### src/rtl/wpc_pkg.sv
package wpc_pkg;
  localparam int WPC_W = 32;

  typedef enum logic [2:0] {
    MODE_STEP   = 3'd0,
    MODE_BRANCH = 3'd1,
    MODE_JUMP   = 3'd2,
    MODE_REGJMP = 3'd3,
    MODE_HOLD   = 3'd4
  } wpc_mode_e;

  function automatic logic [WPC_W-1:0] f_step(input logic [WPC_W-1:0] pc);
    return pc + {{(WPC_W-1){1'b0}}, 1'b1};
  endfunction

  function automatic logic [WPC_W-1:0] f_branch(input logic [WPC_W-1:0] pc,
                                                input logic [WPC_W-1:0] off);
    return f_step(pc) + off;
  endfunction
endpackage

### src/rtl/wpc_next.sv
module wpc_next
  import wpc_pkg::*;
#(
  parameter int PC_W  = WPC_W,
  parameter int IDX_W = 26
) (
  input  logic [2:0]      mode,
  input  logic            taken,
  input  logic [PC_W-1:0] pc,
  input  logic [PC_W-1:0] off,
  input  logic [IDX_W-1:0] idx,
  input  logic [PC_W-1:0] rv,
  output logic [PC_W-1:0] nxt,
  output logic [PC_W-1:0] seq,
  output logic            keep
);
  localparam int PAD_W = PC_W - IDX_W;

  logic [PC_W-1:0] jtarget;

  generate
    if (PAD_W > 0) begin : g_pad
      assign jtarget = {{PAD_W{1'b0}}, idx};
    end else begin : g_trunc
      assign jtarget = idx[PC_W-1:0];
    end
  endgenerate

  assign seq = f_step(pc);

  always_comb begin
    keep = 1'b0;
    nxt  = pc;
    case (mode)
      MODE_STEP:   nxt = seq;
      MODE_BRANCH: nxt = taken ? f_branch(pc, off) : seq;
      MODE_JUMP:   nxt = jtarget;
      MODE_REGJMP: nxt = rv;
      default:     keep = 1'b1;
    endcase
  end
endmodule

### src/rtl/wpc_reg.sv
module wpc_reg #(
  parameter int PC_W = 32
) (
  input  logic            clk,
  input  logic            rst_n,
  input  logic            load,
  input  logic [PC_W-1:0] d,
  output logic [PC_W-1:0] q
);
  always_ff @(posedge clk or negedge rst_n) begin
    if (!rst_n)    q <= '0;
    else if (load) q <= d;
  end

  AST_NO_LOAD_STABLE: assert property (@(posedge clk) disable iff (!rst_n)
    !load |=> $stable(q));
endmodule

### src/rtl/word_pc_unit.sv
module word_pc_unit
  import wpc_pkg::*;
#(
  parameter int PC_W  = WPC_W,
  parameter int IDX_W = 26
) (
  input  logic             clk,
  input  logic             rst_n,
  input  logic             upd_en,
  input  logic [2:0]       nxt_mode,
  input  logic             br_taken,
  input  logic [PC_W-1:0]  br_off,
  input  logic [IDX_W-1:0] jmp_idx,
  input  logic [PC_W-1:0]  reg_val,
  output logic [PC_W-1:0]  pc_q,
  output logic [PC_W-1:0]  pc_inc
);
  logic [PC_W-1:0] nxt_pc;
  logic [PC_W-1:0] seq_pc;
  logic            mode_keep;
  logic            evt_load;
  logic            evt_take;
  logic            evt_regjmp;
  logic            evt_hold;

  wpc_next #(.PC_W(PC_W), .IDX_W(IDX_W)) u_next (
    .mode (nxt_mode),
    .taken(br_taken),
    .pc   (pc_q),
    .off  (br_off),
    .idx  (jmp_idx),
    .rv   (reg_val),
    .nxt  (nxt_pc),
    .seq  (seq_pc),
    .keep (mode_keep)
  );

  assign evt_load   = upd_en && !mode_keep;
  assign evt_take   = upd_en && (nxt_mode == MODE_BRANCH) && br_taken;
  assign evt_regjmp = upd_en && (nxt_mode == MODE_REGJMP);
  assign evt_hold   = upd_en && mode_keep;

  wpc_reg #(.PC_W(PC_W)) u_reg (
    .clk  (clk),
    .rst_n(rst_n),
    .load (evt_load),
    .d    (nxt_pc),
    .q    (pc_q)
  );

  assign pc_inc = seq_pc;

  AST_RESET_ORIGIN: assert property (@(posedge clk) disable iff (!rst_n)
    $rose(rst_n) |-> pc_q == '0);
  AST_STEP_ADVANCE: assert property (@(posedge clk) disable iff (!rst_n)
    (upd_en && nxt_mode == 3'd0) |=> pc_q == $past(pc_q) + 1'b1);
  AST_BRANCH_TARGET: assert property (@(posedge clk) disable iff (!rst_n)
    evt_take |=> pc_q == $past(pc_q) + 1'b1 + $past(br_off));
  AST_REGJMP_LOAD: assert property (@(posedge clk) disable iff (!rst_n)
    evt_regjmp |=> pc_q == $past(reg_val));
  AST_HOLD_KEEPS: assert property (@(posedge clk) disable iff (!rst_n)
    evt_hold |=> $stable(pc_q));
  AST_LINK_NEXT: assert property (@(posedge clk) disable iff (!rst_n)
    1'b1 |=> $past(pc_inc) == pc_q || !$past(evt_load) || $past(nxt_mode) != 3'd0);
endmodule

### config.mk
export PLATFORM = sky130hd
export DESIGN_NAME = word_pc_unit
export DESIGN_NICKNAME = d
export VERILOG_FILES = /design/src/rtl/wpc_pkg.sv /design/src/rtl/wpc_next.sv /design/src/rtl/wpc_reg.sv /design/src/rtl/word_pc_unit.sv
export SDC_FILE = /design/constraint.sdc
export NUM_CORES = 1
export LEC_CHECK = 0
export BUFFER_PORTS_ARGS = -buffer_cell sky130_fd_sc_hd__buf_2
export CAP_MARGIN = 15
export CORE_ASPECT_RATIO = 1.5
export CORE_MARGIN = 1.5
export CORE_UTILIZATION = 50
export CTS_CLUSTER_DIAMETER = 150
export DETAILED_ROUTE_END_ITERATION = 8
export GPL_TIMING_DRIVEN = 0
export PLACE_DENSITY = 0.79
export SLEW_MARGIN = 20
export SYNTH_ARGS = -nofsm -noshare
export SYNTH_HDL_FRONTEND = slang
export SYNTH_SLANG_ARGS = --single-unit
### constraint.sdc
create_clock -name clk -period 5.9 [get_ports clk]
set_input_delay 0.885 -clock clk [delete_from_list [all_inputs] [get_ports clk]]
set_output_delay 0.885 -clock clk [all_outputs]
set_load 0.05 [all_outputs]
* After elaboration in Yosys (flattened, before gate mapping)
Index checks and enable logic that the tools add are counted.
Cells by class: multiplexer cells 2, add/subtract/negate cells 2, reductions and logical operators 5, eq/ne operators 3
Operators with widths (number):
- $pmux W32 S4 | 1
- $add A32 B1 Y32 const B | 1
- $add A32 B32 Y32 | 1
- $mux W32 | 1
- $eq A3 B2 Y1 const B | 2
- $reduce_bool A4 Y1 | 1
- $reduce_or A4 Y1 | 1
- $eq A3 B1 Y1 const B | 1
- $logic_not A3 Y1 | 1
- $reduce_and A2 Y1 | 1
- $logic_and A1 B1 Y1 | 1
Word-level totals: register bits 32, output and inout port bits 64, input bits 97, logic and storage cells 13

* Logic depth before layout (Yosys ltp)
word-level depth 4, depth in mapped cells 18, depth with buffers taken out 16

* Cells and area by module
Synthesis repeated with hierarchy kept, for this count alone.
Unflattened totals: cell total of the unflattened synthesis 624, area, all modules 5072.4 sq um
Modules (own cells, without submodules):
- wpc_next | cells each 555, sequential area each 0.0 sq um, area an instance 3713.6 sq um, times used 1
- wpc_reg | cells each 68, sequential area each 800.8 sq um, area an instance 1345.0 sq um, times used 1
- word_pc_unit | cells each 1, sequential area each 0.0 sq um, area an instance 13.8 sq um, times used 1

* Least setup slack after synthesis
OpenSTA, ideal clock, no wires.
path type register -> register, start point register u_reg.q[2], end point register u_reg.q[30], arrival 4.709 ns, setup slack 1.071 ns, data required time 5.780 ns, stages on the path, launching flop included 18, cells stage by stage dfrtp_1 and4_4 nand4_4 or3_1 nor2_1 nand2_1 xnor2_1 ha_1 clkbuf_1 a21o_1 a21o_1 a21oi_1 o21bai_1 a21oi_1 o21ai_0 a41oi_1 xnor2_1 a31o_2
On the way: longest elaborated chain between the ends 4
RTL lines:
- start, declared | line wpc_reg.sv:8 | output logic [PC_W-1:0] q
- start signal, assigned | line wpc_reg.sv:11 | if (!rst_n) q <= '0;
- start signal, assigned | line wpc_reg.sv:12 | else if (load) q <= d;
- $add A32 B1 Y32 | line wpc_pkg.sv:13 | return pc + {{(WPC_W-1){1'b0}}, 1'b1};
- net pc_inc[23] | line word_pc_unit.sv:16 | output logic [PC_W-1:0] pc_inc
- $add A32 B32 Y32 | line wpc_pkg.sv:18 | return f_step(pc) + off;
- $mux W32 | line wpc_next.sv:36 | MODE_BRANCH: nxt = taken ? f_branch(pc, off) : seq;
- $pmux W32 S4 | line wpc_next.sv:34 | case (mode)
The timed path passes the listed nets, and every way through them passes these cells. A chain may end at the register's enable or synchronous reset.

* Final worst setup path
start point register u_reg.q[2], end point register u_reg.q[30]
On the way: longest elaborated chain between the ends 4
RTL lines (line):
- $add A32 B1 Y32 (*) | wpc_pkg.sv:13
- $add A32 B32 Y32 | wpc_pkg.sv:18
- $mux W32 | wpc_next.sv:36
- $pmux W32 S4 (*) | wpc_next.sv:34
Mark *: on every way between the ends. The rest lies on a longest branch, timed or not.

==> flow_metrics.tcl <==
set metrics [dict create \
    largest_registers "u_reg.q: 32 flops" \
    synthDistinctLibCells 66 \
    wl_mm 20.2 \
    status "finished, final reports clean" \
    r2r_start "u_reg.q[2]" \
    fin_crit_sh_pct 79.3 \
    regMostFlops "u_reg.q" \
    grt_pass1_wl_mm 30.4 \
    rsz0062_at_grt "false" \
    multi_input_area_um2 3820 \
    cts_tree "yes" \
    grt_overflow 0 \
    vias_per_cell 6.51 \
    worst_pin_slew_ns 0.934 \
    globalplace.congestion 1.01 \
    grt_usage_pct 38.2 \
    grt_start_max_net_pins 33 \
    clock_sinks 32 \
    final_util_pct 63.6 \
    synth_enable_flop_cells 0 \
    cts_buffers 5 \
    ys.warnings.count 0 \
    fillers 883 \
    seq_area_um2 801 \
    fp.dieW_um 83.2 \
    drc 0 \
    ir_worst_vdd_uv 299 \
    endpoint_kind "register" \
    fmax_ghz 0.214 \
    drt_iter0_drc 582 \
    hpwl_mm 15.9 \
    cts_hold_buf 0 \
    yosys.area_share.xor_xnor_pct 9.27 \
    holdPathEnd "u_reg.q[5]" \
    clk_latency_ns 0.29 \
    slew_headroom_pct 37.3 \
    postCtsResizedCells 0 \
    fin_crit_ns 4.68 \
    routed-via-count 6123 \
    post-cts-setup-buffers 0 \
    design.core.area_um2 9310 \
    required_ns 6.08 \
    synth_top_area_cell "dfrtp_1" \
    hold_violations 0 \
    wire_per_inst_um 21.5 \
    portBuffers 158 \
    p_leak_nw 2.78 \
    ant_nets 0 \
    final_common_cell "buf_2" \
    cts_htree_levels 2 \
    r2r_end "u_reg.q[30]" \
    diodes 0 \
    synth_fa_ha_area_share_pct 11.1 \
    cts.clk_slew.worst_paths_ns 0.06 \
    drv_cap 0 \
    p_per_area_nw_per_um2 351 \
    cp.arrival_ns 4.86 \
    synth_top_area_share_pct 16.6 \
    synth-compound-area-share_pct 29.3 \
    setup-tns-final_ns 0 \
    syn_nets 802 \
    synth_top_family_by_area "compound AO/OA/AOI/OAI gates" \
    first_global_vias 5820 \
    synth_top_flop_cell "dfrtp_1" \
    die-area_um2 10300 \
    syn-instance-count 663 \
    syn_to_final_growth_pct 22.7 \
    largest_reg_flops 32 \
    setup_viol 0 \
    ys_ff_latch 32 \
    reg2reg_depth 15 \
    path_max_fanout 7 \
    whs_ns 0.567 \
    antenna_found_initial 0 \
    hp-class "register to register" \
    hold_depth 2 \
    ys_async_sr_fraction_pct 100 \
    path_class "register to register" \
    fp.dieH_um 123 \
    final_cell_mix "buf_2 (160), nand2_1 (91), nor2_1 (62)" \
    initial_core_util_pct 51.8 \
    drive_above_1_share_pct 23.0 \
    rrSetupSlack_ns 1.22 \
    cts.path.max_buffers 2 \
    firstDrtPassIters 5 \
    ys_seq_area_share_pct 16.6 \
    min_from "u_reg.q[5]" \
    rows 43 \
    fin_worst_skew_ns 0.00701 \
    synthTopCellsByArea "dfrtp_1 (17%), ha_1 (11%), nand2_1 (7.1%), a21oi_1 (5.7%), o21ai_0 (5.5%)" \
    slew_violations 0 \
    fin_nets 967 \
    synth.area.mux_share_pct 4.20 \
    syn-cell-area_um2 4820 \
    root_buffer "clkbuf_16" \
    syn_area_per_cell_um2 7.27 \
    yosys.area_share.simple_pct 25.4 \
    start_kind "register" \
    pin_count 161 \
]
==> worst max-delay path by stage <==
stage                     from          end  slack (ns)  cells after the start
floorplan           u_reg.q[2]  u_reg.q[30]        1.07                     17
global placement    u_reg.q[2]  u_reg.q[30]        1.40                     15
detailed placement  u_reg.q[2]  u_reg.q[30]        1.42                     15
CTS                 u_reg.q[2]  u_reg.q[30]        1.38                     15
global route        u_reg.q[2]  u_reg.q[30]        1.08                     15
finish              u_reg.q[2]  u_reg.q[30]        1.22                     15
==> cells in the mapped netlist (7+ instances only) <==
master / count
nor2_1: 62
nor3_1: 10
xor2_1: 22
nand2_1: 91
inv_1: 13
mux2_2: 10
nand3_1: 17
a21oi_1: 55
o21ai_0: 53
and3_1: 12
xnor2_1: 29
o211ai_1: 7
mux2i_1: 9
clkbuf_1: 29
a21o_1: 18
ha_1: 41
a221oi_1: 7
nand4_1: 13
a211oi_1: 7
dfrtp_1: 32
a211o_1: 7
==> cell type report <==
type	instances	share of cell area [%]
multi-input cells	580	64.6
flip-flops and latches	32	13.5
repair buffers	158	13.4
plain buffers	38	2.58
well taps	112	2.37
clock buffers	6	2.18
inverters	13	0.825
clock inverters	2	0.592
==> worst max-delay path, cell delays in order (launching register included) <==
cell and delay, ns:
dfrtp_1 0.50, and4_4 0.32, and4_1 0.32, nand3_1 0.18, xnor2_1 0.41, ha_1 0.18
clkbuf_1 0.25, and4_1 0.27, o21a_1 0.12, o31ai_1 0.12, a211oi_1 0.37, nor2_1 0.09
o21ai_0 0.66, a41oi_1 0.28, xnor2_1 0.22, a31o_2 0.26
==> report_power, final <==
part | total [mW] | internal [mW] | switching (mW) | leakage (nW)
clock | 0.311 | 0.199 | 0.112 | 0.0808
sequential | 0.359 | 0.269 | 0.0895 | 0.381
combinational | 1.41 | 0.426 | 0.982 | 2.32
==> per-layer routing <==
| layer | routed length [µm] | GRT usage [%] |
|---|---|---|
| met5 | 0 | 0 |
| met4 | 1220 | 24.7 |
| met3 | 1740 | 4.94 |
| met2 | 9980 | 69.3 |
| met1 | 7250 | 42.1 |
==> per-stage QoR <==
| step | setup WS [ns] | instances | power [mW] | area [µm²] |
|---|---|---|---|---|
| 2_1_floorplan | 1.07 | 663 | 1.36 | 4820 |
| 3_3_place_gp | 1.40 | 933 | 1.71 | 5750 |
| 3_5_place_dp | 1.42 | 933 | 1.73 | 5750 |
| 4_1_cts | 1.38 | 941 | 2.05 | 5920 |
| 5_1_grt | 1.08 | 941 | 2.18 | 5920 |
| 6_report | 1.22 | 941 | 2.08 | 5920 |
==> logic make-up after synthesis <==
logic type | count (synthesis)
multiplexers | 19
adder cells (fa/ha/maj) | 42
AO/OA/AOI/OAI | 217
XOR/XNOR | 51
buffers and inverters | 51
AND/OR/NAND/NOR | 251
flip-flops | 32
Power figures use the tool's default switching activity.
